==> src/rtl/qbx_pkg.sv <==
// Shared types for the quasi-bidirectional port expander.
// Assumes: nothing beyond IEEE 1800-2017 packages.
package qbx_pkg;

    // Bus engine states, one per phase of a two-wire transfer.
    typedef enum logic [2:0] {
        BUS_IDLE    = 3'd0,
        BUS_ADDR    = 3'd1,
        BUS_ADDR_ACK = 3'd2,
        BUS_WR      = 3'd3,
        BUS_WR_ACK  = 3'd4,
        BUS_RD      = 3'd5,
        BUS_RD_ACK  = 3'd6
    } bus_state_t;

    localparam int BYTE_BITS = 8;

endpackage

==> src/rtl/qbx_sync.sv <==
// Multi-stage flop synchronizer for asynchronous level inputs.
// Assumes: each bit is an independent level; no bus coherency needed.
module qbx_sync #(
    parameter int             WIDTH   = 1,
    parameter int             STAGES  = 2,
    parameter logic [WIDTH-1:0] RST_VAL = '1
) (
    input  logic             clk,
    input  logic             rst_n,
    input  logic [WIDTH-1:0] d,
    output logic [WIDTH-1:0] q
);

    logic [WIDTH-1:0] stage [STAGES];

    // Shift the input through the flop chain.
    always_ff @(posedge clk) begin
        if (!rst_n) begin
            for (int i = 0; i < STAGES; i++) stage[i] <= RST_VAL;
        end else begin
            stage[0] <= d;
            for (int i = 1; i < STAGES; i++) stage[i] <= stage[i-1];
        end
    end

    assign q = stage[STAGES-1];

endmodule

==> src/rtl/qbx_i2c_target.sv <==
// Two-wire bus slave engine: detects START/STOP, matches the address,
// receives write bytes and serves read bytes from a word snapshot.
// Assumes: scl_s/sda_s are already synchronized to clk, and each SCL
// phase lasts several clk cycles. No clock stretching is performed.
module qbx_i2c_target
    import qbx_pkg::*;
#(
    parameter int NUM_LINES = 16,
    parameter int IDX_W     = 1
) (
    input  logic                 clk,
    input  logic                 rst_n,
    input  logic                 scl_s,
    input  logic                 sda_s,
    input  logic [6:0]           dev_addr,
    input  logic [NUM_LINES-1:0] port_word,
    output logic                 sda_oe,
    output logic                 wr_stb,
    output logic [IDX_W-1:0]     wr_idx,
    output logic [7:0]           wr_byte,
    output logic                 snap_stb
);

    localparam int LANES = NUM_LINES / BYTE_BITS;
    localparam int CNT_W = $clog2(BYTE_BITS) + 1;
    localparam logic [CNT_W-1:0] FULL = CNT_W'(BYTE_BITS);
    localparam logic [CNT_W-1:0] LAST = CNT_W'(BYTE_BITS - 1);

    bus_state_t           state;
    logic                 scl_d, sda_d;
    logic                 scl_rise, scl_fall, start_det, stop_det;
    logic [CNT_W-1:0]     cnt;
    logic [7:0]           shreg;
    logic [NUM_LINES-1:0] rd_word;
    logic [IDX_W-1:0]     idx;
    logic                 addr_ok, rw_q, rd_more;

    // Advance a lane index with wrap-around.
    function automatic logic [IDX_W-1:0] next_idx(input logic [IDX_W-1:0] v);
        return (v == IDX_W'(LANES - 1)) ? '0 : v + 1'b1;
    endfunction

    // Remember last sampled bus levels for edge detection.
    always_ff @(posedge clk) begin
        if (!rst_n) begin
            scl_d <= 1'b1;
            sda_d <= 1'b1;
        end else begin
            scl_d <= scl_s;
            sda_d <= sda_s;
        end
    end

    assign scl_rise  =  scl_s & ~scl_d;
    assign scl_fall  = ~scl_s &  scl_d;
    assign start_det =  scl_s &  scl_d &  sda_d & ~sda_s;
    assign stop_det  =  scl_s &  scl_d & ~sda_d &  sda_s;

    // Bus phase sequencer, shifter and SDA drive.
    always_ff @(posedge clk) begin
        if (!rst_n) begin
            state    <= BUS_IDLE;
            cnt      <= '0;
            shreg    <= '0;
            rd_word  <= '1;
            idx      <= '0;
            addr_ok  <= 1'b0;
            rw_q     <= 1'b0;
            rd_more  <= 1'b0;
            sda_oe   <= 1'b0;
            wr_stb   <= 1'b0;
            snap_stb <= 1'b0;
        end else begin
            wr_stb   <= 1'b0;
            snap_stb <= 1'b0;
            if (start_det) begin
                state  <= BUS_ADDR;
                cnt    <= '0;
                sda_oe <= 1'b0;
            end else if (stop_det) begin
                state  <= BUS_IDLE;
                sda_oe <= 1'b0;
            end else begin
                unique case (state)
                    BUS_ADDR: begin
                        if (scl_rise) begin
                            shreg <= {shreg[6:0], sda_s};
                            cnt   <= cnt + 1'b1;
                            if (cnt == LAST) begin
                                addr_ok <= (shreg[6:0] == dev_addr);
                                rw_q    <= sda_s;
                            end
                        end else if (scl_fall && cnt == FULL) begin
                            if (addr_ok) begin
                                sda_oe <= 1'b1;
                                state  <= BUS_ADDR_ACK;
                                if (rw_q) begin
                                    snap_stb <= 1'b1;
                                    rd_word  <= port_word;
                                end
                            end else begin
                                state <= BUS_IDLE;
                            end
                        end
                    end
                    BUS_ADDR_ACK: begin
                        if (scl_fall) begin
                            cnt <= '0;
                            if (rw_q) begin
                                state  <= BUS_RD;
                                shreg  <= rd_word[7:0];
                                sda_oe <= ~rd_word[7];
                                idx    <= next_idx('0);
                            end else begin
                                state  <= BUS_WR;
                                sda_oe <= 1'b0;
                                idx    <= '0;
                            end
                        end
                    end
                    BUS_WR: begin
                        if (scl_rise) begin
                            shreg <= {shreg[6:0], sda_s};
                            cnt   <= cnt + 1'b1;
                        end else if (scl_fall && cnt == FULL) begin
                            sda_oe <= 1'b1;
                            wr_stb <= 1'b1;
                            state  <= BUS_WR_ACK;
                        end
                    end
                    BUS_WR_ACK: begin
                        if (scl_fall) begin
                            sda_oe <= 1'b0;
                            cnt    <= '0;
                            idx    <= next_idx(idx);
                            state  <= BUS_WR;
                        end
                    end
                    BUS_RD: begin
                        if (scl_fall) begin
                            if (cnt == LAST) begin
                                sda_oe <= 1'b0;
                                state  <= BUS_RD_ACK;
                            end else begin
                                shreg  <= {shreg[6:0], 1'b0};
                                sda_oe <= ~shreg[6];
                                cnt    <= cnt + 1'b1;
                            end
                        end
                    end
                    BUS_RD_ACK: begin
                        if (scl_rise) begin
                            rd_more <= ~sda_s;
                        end else if (scl_fall) begin
                            cnt <= '0;
                            if (rd_more) begin
                                shreg  <= rd_word[idx*BYTE_BITS +: BYTE_BITS];
                                sda_oe <= ~rd_word[idx*BYTE_BITS + BYTE_BITS - 1];
                                idx    <= next_idx(idx);
                                state  <= BUS_RD;
                            end else begin
                                sda_oe <= 1'b0;
                                state  <= BUS_IDLE;
                            end
                        end
                    end
                    default: ;
                endcase
            end
        end
    end

    assign wr_idx  = idx;
    assign wr_byte = shreg;

    AST_SDA_SCL_LOW: assert property (@(posedge clk) disable iff (!rst_n)
        !$stable(sda_oe) |-> !scl_s);
    AST_STOP_IDLE: assert property (@(posedge clk) disable iff (!rst_n)
        stop_det |=> (state == BUS_IDLE));
    AST_START_ADDR: assert property (@(posedge clk) disable iff (!rst_n)
        start_det |=> (state == BUS_ADDR && cnt == '0));
    AST_NOACK_MISMATCH: assert property (@(posedge clk) disable iff (!rst_n)
        (state == BUS_ADDR && scl_fall && cnt == FULL && !addr_ok) |=> !sda_oe);
    AST_WR_PULSE: assert property (@(posedge clk) disable iff (!rst_n)
        wr_stb |=> !wr_stb);
    AST_NACK_RELEASE: assert property (@(posedge clk) disable iff (!rst_n)
        (state == BUS_RD_ACK && scl_fall && !rd_more && !start_det && !stop_det)
        |=> (!sda_oe && state == BUS_IDLE));

endmodule

==> src/rtl/qbx_port.sv <==
// Output latch lanes and input-change interrupt.
// Assumes: pins_s is synchronized; wr_stb is a one-cycle pulse with
// wr_idx/wr_byte valid in the same cycle.
module qbx_port
    import qbx_pkg::*;
#(
    parameter int NUM_LINES = 16,
    parameter int IDX_W     = 1
) (
    input  logic                 clk,
    input  logic                 rst_n,
    input  logic                 wr_stb,
    input  logic [IDX_W-1:0]     wr_idx,
    input  logic [7:0]           wr_byte,
    input  logic                 snap_stb,
    input  logic [NUM_LINES-1:0] pins_s,
    output logic [NUM_LINES-1:0] latch,
    output logic                 irq
);

    localparam int LANES = NUM_LINES / BYTE_BITS;

    logic [7:0]           lane [LANES];
    logic [NUM_LINES-1:0] ref_word;

    for (genvar g = 0; g < LANES; g++) begin : g_lane
        // Load one byte lane of the latch on its write strobe.
        always_ff @(posedge clk) begin
            if (!rst_n)                                lane[g] <= '1;
            else if (wr_stb && wr_idx == IDX_W'(g))    lane[g] <= wr_byte;
        end
        assign latch[g*BYTE_BITS +: BYTE_BITS] = lane[g];
    end

    // Track the reference word and flag any difference from it.
    always_ff @(posedge clk) begin
        if (!rst_n) begin
            ref_word <= '1;
            irq      <= 1'b0;
        end else if (snap_stb) begin
            ref_word <= pins_s;
            irq      <= 1'b0;
        end else begin
            irq      <= (pins_s != ref_word);
        end
    end

    AST_RESET_LATCH: assert property (@(posedge clk)
        !rst_n |=> (latch == '1 && !irq));
    AST_LATCH_HOLD: assert property (@(posedge clk) disable iff (!rst_n)
        !wr_stb |=> $stable(latch));
    AST_IRQ_CLEAR: assert property (@(posedge clk) disable iff (!rst_n)
        snap_stb |=> !irq);
    AST_IRQ_QUIET: assert property (@(posedge clk) disable iff (!rst_n)
        (!snap_stb && pins_s == ref_word) |=> !irq);

endmodule

==> src/rtl/qbx_expander.sv <==
// Top of the 16-line quasi-bidirectional two-wire port expander.
// Assumes: addr_sel is a static strap; pad logic resolves the pull and
// sink enables into real line levels outside this block.
module qbx_expander #(
    parameter int         NUM_LINES = 16,
    parameter int         SEL_W     = 3,
    parameter logic [6-SEL_W:0] ADDR_HI = 4'b0100
) (
    input  logic                 clk,
    input  logic                 rst_n,
    input  logic                 scl_i,
    input  logic                 sda_i,
    output logic                 sda_pull,
    input  logic [SEL_W-1:0]     addr_sel,
    input  logic [NUM_LINES-1:0] pin_i,
    output logic [NUM_LINES-1:0] pin_pullup,
    output logic [NUM_LINES-1:0] pin_sink,
    output logic                 irq_pull
);

    localparam int LANES = NUM_LINES / qbx_pkg::BYTE_BITS;
    localparam int IDX_W = (LANES > 1) ? $clog2(LANES) : 1;

    logic [1:0]           bus_s;
    logic [NUM_LINES-1:0] pins_s;
    logic [NUM_LINES-1:0] latch;
    logic                 wr_stb, snap_stb;
    logic [IDX_W-1:0]     wr_idx;
    logic [7:0]           wr_byte;

    qbx_sync #(.WIDTH(2), .STAGES(2), .RST_VAL(2'b11)) u_bus_sync (
        .clk(clk), .rst_n(rst_n), .d({scl_i, sda_i}), .q(bus_s));

    qbx_sync #(.WIDTH(NUM_LINES), .STAGES(2), .RST_VAL({NUM_LINES{1'b1}})) u_pin_sync (
        .clk(clk), .rst_n(rst_n), .d(pin_i), .q(pins_s));

    qbx_i2c_target #(.NUM_LINES(NUM_LINES), .IDX_W(IDX_W)) u_target (
        .clk(clk), .rst_n(rst_n),
        .scl_s(bus_s[1]), .sda_s(bus_s[0]),
        .dev_addr({ADDR_HI, addr_sel}),
        .port_word(pins_s),
        .sda_oe(sda_pull),
        .wr_stb(wr_stb), .wr_idx(wr_idx), .wr_byte(wr_byte),
        .snap_stb(snap_stb));

    qbx_port #(.NUM_LINES(NUM_LINES), .IDX_W(IDX_W)) u_port (
        .clk(clk), .rst_n(rst_n),
        .wr_stb(wr_stb), .wr_idx(wr_idx), .wr_byte(wr_byte),
        .snap_stb(snap_stb), .pins_s(pins_s),
        .latch(latch), .irq(irq_pull));

    assign pin_pullup = latch;
    assign pin_sink   = ~latch;

endmodule

==> config.mk <==
export PLATFORM = sky130hd
export DESIGN_NAME = qbx_expander
export DESIGN_NICKNAME = d
export VERILOG_FILES = /design/src/rtl/qbx_pkg.sv /design/src/rtl/qbx_sync.sv /design/src/rtl/qbx_i2c_target.sv /design/src/rtl/qbx_port.sv /design/src/rtl/qbx_expander.sv
export SDC_FILE = /design/constraint.sdc
export NUM_CORES = 1
export LEC_CHECK = 0
export CAP_MARGIN = 20
export CORE_AREA = 10 10 111 113
export CTS_CLUSTER_SIZE = 8
export DETAILED_ROUTE_END_ITERATION = 10
export DIE_AREA = 0 0 121 123
export PLACE_DENSITY = 0.74
export SLEW_MARGIN = 20
export SYNTH_ARGS = -nofsm -noshare
export SYNTH_HDL_FRONTEND = slang
export SYNTH_HIERARCHICAL = 1
export SYNTH_SLANG_ARGS = --single-unit
==> constraint.sdc <==
create_clock -name clk -period 1.7 [get_ports clk]
set_clock_uncertainty 0.15 [all_clocks]
set_input_delay 0.255 -clock clk [delete_from_list [all_inputs] [get_ports clk]]
set_output_delay 0.255 -clock clk [all_outputs]
set_load 0.02 [all_outputs]
=== Word level (Yosys, flattened, before mapping) ===
Memory sizes are Yosys's and may differ from the RTL's.
Index checks and enable logic that the tools add are counted.

* Input port bits: 23
* Output and inout port bits: 34
* Word-level logic and storage cells: 184
* RAM bits: 52
* Memories kept: 3
* Register bits after elaboration: 57

* Mux-type cells: 70
* $add $sub $neg: 4
* Shift-type cells: 1
* Equal/unequal tests: 35
* Order comparisons: 1
* Reduce and logical (&&, ||, !) cells: 24
* Bitwise logic cells: 30

{| class="wikitable"
|+ Memory list
! name !! depth !! width !! rd ports !! clocked after Yosys merged registers in !! write ports !! RTL line !! source
|-
| u_pin_sync.stage || 2 || 16 || 2 || 0 || 2 || qbx_sync.sv:14 || <nowiki>logic [WIDTH-1:0] stage [STAGES];</nowiki>
|-
| u_port.lane || 2 || 8 || 2 || 0 || 2 || qbx_port.sv:23 || <nowiki>logic [7:0] lane [LANES];</nowiki>
|-
| u_bus_sync.stage || 2 || 2 || 2 || 0 || 2 || qbx_sync.sv:14 ||
|}

{| class="wikitable"
|+ Operator list
! cell !! count
|-
| 8-bit two-way mux || 10
|-
| 11-bit AND reduction || 4
|-
| 3-bit two-way mux || 12
|-
| 32-bit by 5-bit < comparator with 1-bit output, second input constant || 1
|-
| 1-bit two-way mux || 32
|-
| 16-bit two-way mux || 2
|-
| 8-bit one-hot mux with 4 select lines || 1
|-
| 32-bit by 1-bit subtractor with 32-bit output, second input constant || 1
|-
| 4-bit by 1-bit inequality test with 1-bit output, second input constant || 7
|-
| 2-bit by 1-bit inequality test with 1-bit output, second input constant || 11
|-
| 4-bit two-way mux || 5
|-
| 3-bit one-hot mux with 6 select lines || 1
|-
| 16-bit inequality test || 1
|-
| 1-bit inverter || 16
|-
| 16-bit inverter || 1
|-
| 4-bit one-hot mux with 4 select lines || 1
|-
| 16-bit by 5-bit variable part select with 8-bit output || 1
|-
| 4-bit inequality test, second input constant || 3
|-
| 3-bit equality test, second input constant || 3
|-
| 2-bit inequality test, second input constant || 4
|-
| 8-bit AND reduction || 1
|-
| 4-bit nonzero test || 2
|-
| 8-bit nonzero test || 1
|-
| 2-bit OR reduction || 4
|-
| 24 further kinds || 40
|}

=== Logic depth before layout (Yosys ltp) ===
* Word-level depth: 9
* Mapped depth: 7
* Mapped depth without buffers: 6

=== Hierarchy ===
Netlist, hierarchy kept.

{| class="wikitable"
|+ By module, submodules not included
! module !! times used !! cells each !! seq. area each (µm²) !! area each (µm²)
|-
| qbx_i2c_target || 1 || 297 || 800.8 || 2364.8
|-
| qbx_port || 1 || 113 || 820.8 || 1377.6
|-
| qbx_sync (u_pin_sync) || 1 || 83 || 640.6 || 977.2
|-
| qbx_sync (u_bus_sync) || 1 || 10 || 80.1 || 120.1
|-
| qbx_expander || 1 || 18 || 0.0 || 67.6
|}

=== Worst setup path before layout ===
OpenSTA, ideal clock, no wires.

* Path type: reg2reg
* Start: register u_target.cnt[0]
* End: register u_target.rd_word[10]
* Cell stages (with the launch flop): 8
* Required time: 1413 ps
* Clock period less this slack: 1703 ps
* Setup time: 137 ps
* Buffers on the path: 1
* Setup slack: -3 ps
* Arrival: 1416 ps
* Cell sequence: dfxtp_1 > inv_1 > ha_1 > nand3b_1 > or4_4 > buf_6 > nand2_1 > nand3_1

* Longest elaborated chain between the ends: 3

{| class="wikitable"
|+ Ends and longest elaborated chain
! what !! RTL line !! source
|-
| start, declared || qbx_i2c_target.sv:32 || <nowiki>logic [CNT_W-1:0] cnt;</nowiki>
|-
| start signal, assigned || qbx_i2c_target.sv:88 || <nowiki>cnt <= cnt + 1'b1;</nowiki>
|-
| start signal, assigned || qbx_i2c_target.sv:124 || <nowiki>cnt <= cnt + 1'b1;</nowiki>
|-
| start signal, assigned || qbx_i2c_target.sv:147 || <nowiki>cnt <= cnt + 1'b1;</nowiki>
|-
| 4-bit equality test || qbx_i2c_target.sv:93 || <nowiki>end else if (scl_fall && cnt == FULL) begin</nowiki>
|-
| 1-bit logical AND || qbx_i2c_target.sv:93 ||
|-
| 7-bit AND reduction (no source line) || n/a ||
|-
| end signal, assigned || qbx_i2c_target.sv:99 || <nowiki>rd_word <= port_word;</nowiki>
|-
| end, declared || qbx_i2c_target.sv:34 || <nowiki>logic [NUM_LINES-1:0] rd_word;</nowiki>
|}

No other way between the ends.
A chain may end at the register's enable or synchronous reset.

=== Worst setup path in the final report ===
* Start: register u_target.cnt[0]
* End: register u_target.state[2]

* Longest elaborated chain between the ends: 4
* Elaborated cells on any way between the ends: 7
* Those cells by class: eq/ne (5); reduce/logical (2)

{| class="wikitable"
|+ Ends and longest elaborated chain
! what !! RTL line !! source
|-
| 4-bit equality test || qbx_i2c_target.sv:93, qbx_i2c_target.sv:125 ||
|-
| 1-bit logical AND || qbx_i2c_target.sv:93, qbx_i2c_target.sv:125 ||
|-
| 2-bit by 1-bit inequality test with 1-bit output (no source line) || n/a ||
|-
| 11-bit AND reduction (no source line) * || n/a ||
|-
| end signal, assigned || qbx_i2c_target.sv:96 || <nowiki>state <= BUS_ADDR_ACK;</nowiki>
|-
| end signal, assigned || qbx_i2c_target.sv:102 || <nowiki>state <= BUS_IDLE;</nowiki>
|-
| end signal, assigned || qbx_i2c_target.sv:128 || <nowiki>state <= BUS_WR_ACK;</nowiki>
|-
| end, declared || qbx_i2c_target.sv:29 || <nowiki>bus_state_t state;</nowiki>
|}

Every way passes the cells marked *; elsewhere a longest branch is shown, timed or not.

==> results.py <==
metrics = {
    "outcome": {
        "outcome": "finished with violations",
        "failed_checks": "negative setup slack",
    },
    "sta": {
        "hold_viol": 0,
        "fin_setup_tns_ps": -1840,
        "finalSetupViolations": 22,
        "setup_slack_ps": -129,
        "slew_viol_final": 0,
        "finalCriticalPeriod_ps": 1830,
        "period_share_pct": 108,
        "rsz0062_at_grt": "yes",
        "timing.fmax_mhz": 547,
        "worst_pin_slew_ps": 550,
        "maxSlewHeadroom_pct": 62.9,
    },
    "route": {
        "vias_per_cell": 5.27,
        "firstDrtPassIters": 5,
        "wl_mm": 11.2,
        "vias": 3887,
        "wire_per_inst_um": 15.2,
        "postRouteAntennaNets": 0,
        "drc": 0,
        "drtIter0Drc": 208,
    },
    "pwr": {
        "switching_power_mw": 1.18,
        "ir_drop_mv": 0.597,
        "seq_power_share_pct": 57.0,
        "p_per_area_nw_per_um2": 781,
        "combinationalPowerShare_pct": 7.3,
        "p_clk_share_pct": 35.7,
        "power.leakage_nw": 2.48,
        "intPower_mw": 3.58,
        "p_sw_share_pct": 24.8,
    },
    "global_route": {
        "grt_pass1_vias": 3799,
        "grt.met3_usage_pct": 3.69,
        "grt_pass1_wl_mm": 17.9,
        "grt_most_used_layer": "met2",
        "track_usage_pct": 14.4,
        "met1_usage_pct": 16.5,
        "antenna_found_initial": 0,
        "use_met2_pct": 25.3,
        "grt_overflow": 0,
        "grt_max_degree": 39,
    },
    "synth": {
        "synth-seq-cells": 109,
        "muxShareOfSynthArea_pct": 5.92,
        "synthSimpleGateAreaFrac_pct": 23.0,
        "synth_cell_type_count": 58,
        "synth_compound_area_share_pct": 10.5,
        "synth-xor-area-share_pct": 4.28,
        "ys_seq_area_share_pct": 47.7,
        "netlist_area_um2": 4910,
        "synth_adder_area_share_pct": 0.510,
        "syn_avg_cell_area_um2": 9.42,
        "yosysWarningCount": 6,
        "synthCells": 521,
        "synth_flop_cell": "dfxtp_1",
        "synth_top_family_by_area": "simple AND/OR/NAND/NOR gates",
        "synth-edff-count": 16,
        "async_flop_share_pct": 0,
    },
    "job": {
        "maxCapViolCount": 0,
    },
    "placed_design": {
        "pre_cts_ws_ps": -131,
        "detailed_place_hpwl_mm": 7.69,
        "place_congestion": 0.880,
        "port_buffers": 56,
        "placed_area_um2": 5680,
    },
    "floorplanning": {
        "core-area_um2": 10100,
        "die_x_um": 121,
        "initial_core_util_pct": 48.4,
        "die_h_um": 123,
        "die-area_um2": 14900,
        "num_rows": 37,
        "pin_count": 57,
    },
    "clock_tree": {
        "clk_latency_ps": 370,
        "ctsHtreeMaxLevel": 3,
        "cts_buffers": 9,
        "holdBufCountCts": 0,
        "clk_pin_slew_ps": 110,
        "cts_root_buf": "clkbuf_8",
        "clk_path_buf_depth": 2,
        "clock_sinks": 109,
        "cts_tree": "yes",
    },
    "setup_path": {
        "start_kind": "flip-flop",
        "cp-end-kind": "flip-flop",
        "critical_path_class": "reg -> reg",
        "path_max_fanout": 6,
        "arrival_ps": 1970,
        "crit_required_ps": 1840,
    },
    "min_path": {
        "hold_path_class": "in -> reg",
    },
    "final_layout": {
        "fillerInstances": 834,
        "drive_above_1_share_pct": 21.0,
        "fin_area_um2": 6100,
        "antenna_cells": 0,
        "layout_common_cells": "dfxtp_1, nand2_1, buf_4",
        "layout.nets": 621,
        "area_growth_pct": 24.3,
        "final_common_cell": "dfxtp_1",
    },
}
## critical path, stage by stage, from the launching register on
cell	delay, ps
dfxtp_2	360
ha_1	220
and3b_2	260
o21a_1	200
o32a_1	390
mux2i_1	180
## cells in the mapped netlist, types with 4 or more instances
cell      number  share of area (%)
nand2_1       70                5.4
buf_2         18                1.8
xnor2_1       23                4.1
a211oi_1       8                1.2
o21ai_0        8               0.82
buf_4         20                3.1
or2_2         16                2.0
nor2_1        10               0.76
nand3b_1       5               0.76
inv_1         26                2.0
nand2b_1      47                6.0
a21oi_1       11                1.1
edfxtp_1      16                9.8
o211ai_1       6               0.92
clkbuf_1       6               0.46
dfxtp_1       93                 38
a21bo_2        4               0.82
nand4_1        7               0.89
mux2i_1       29                5.9
nand3_1       25                2.5
and3_1         6               0.76
a31oi_1        6               0.76
o21ai_1        4               0.41
nor2b_1        5               0.64
## worst paths after layout
kind | from | to | slack [ps] | cells past startpoint
worst max-delay path | u_target/cnt[0] | u_target/state[2] | -130 | 5
worst min-delay path | rst_n | u_target/wr_byte[7] | 130 | 3
worst min register to register | u_pin_sync/stage[0][6] | u_pin_sync/stage[0][22] | 260 | 1
worst max register to register | u_target/cnt[0] | u_target/state[2] | -130 | 5
## what timing repair did
action,in CTS,in global routing
resized for setup,54,25
endpoints found under the setup margin,67,35
cloned,2,0
pin swaps,3,7
setup buffers,3,5
## per-stage QoR
stage	std cells	hold WS, ps	util, %	total power [mW]
2_1_floorplan	523	178	-	2.98
4_1_cts	732	108	58.8	4.79
6_report	737	126	60.2	4.77
3_5_place_dp	711	242	56.0	3.11
5_1_grt	737	137	60.2	4.94
3_3_place_gp	711	239	56.0	3.10
## layout make-up
class,count,area (um^2),share of cell area (%)
Inverter,28,105,1.72
Clock inverter,7,106,1.74
Sequential cell,109,2360,38.7
Multi-Input combinational cell,340,2310,37.9
Tap cell,136,170,2.79
Timing Repair Buffer,108,922,15.1
Clock buffer,9,124,2.03
## logic make-up after synthesis
kind of cell    after synthesis
simple gates                209
flops                       109
buf+inv                      74
compound gates               72
mux                          29
xor+xnor                     24
fa+ha+maj                     2
other cells                   2
## registers in the layout (all words and copies together), names as in the netlist
| name | flops |
|---|---|
| u_target/scl_d | 1 |
| u_target/state | 3 |
| u_port/irq | 1 |
| u_pin_sync/stage | 32 |
| u_target/rd_word | 16 |
| u_target/rw_q | 1 |
| u_port/lane | 16 |
| u_target/sda_oe | 1 |
| u_target/sda_d | 1 |
| u_target/rd_more | 1 |
| u_target/cnt | 4 |
| u_target/snap_stb | 1 |
| u_target/wr_stb | 1 |
| u_target/wr_idx | 1 |
| u_target/wr_byte | 8 |
| u_port/ref_word | 16 |
| u_bus_sync/stage | 4 |
| u_target/addr_ok | 1 |
## layer usage
layer,up-vias,share of wire [%]
met5,-,0
met4,0,2.4
li1,1899,-
met3,26,6.1
met1,1815,42
met2,147,49
## power by group through the flow
stage | logic, mW | clock network (mW) | registers [mW]
2_1_floorplan | 0.229 | 0 | 2.75
3_3_place_gp | 0.326 | 0 | 2.78
3_5_place_dp | 0.331 | 0 | 2.78
4_1_cts | 0.341 | 1.73 | 2.72
5_1_grt | 0.381 | 1.84 | 2.72
6_report | 0.349 | 1.70 | 2.72
Note: power is estimated with default switching activity, not from simulation.
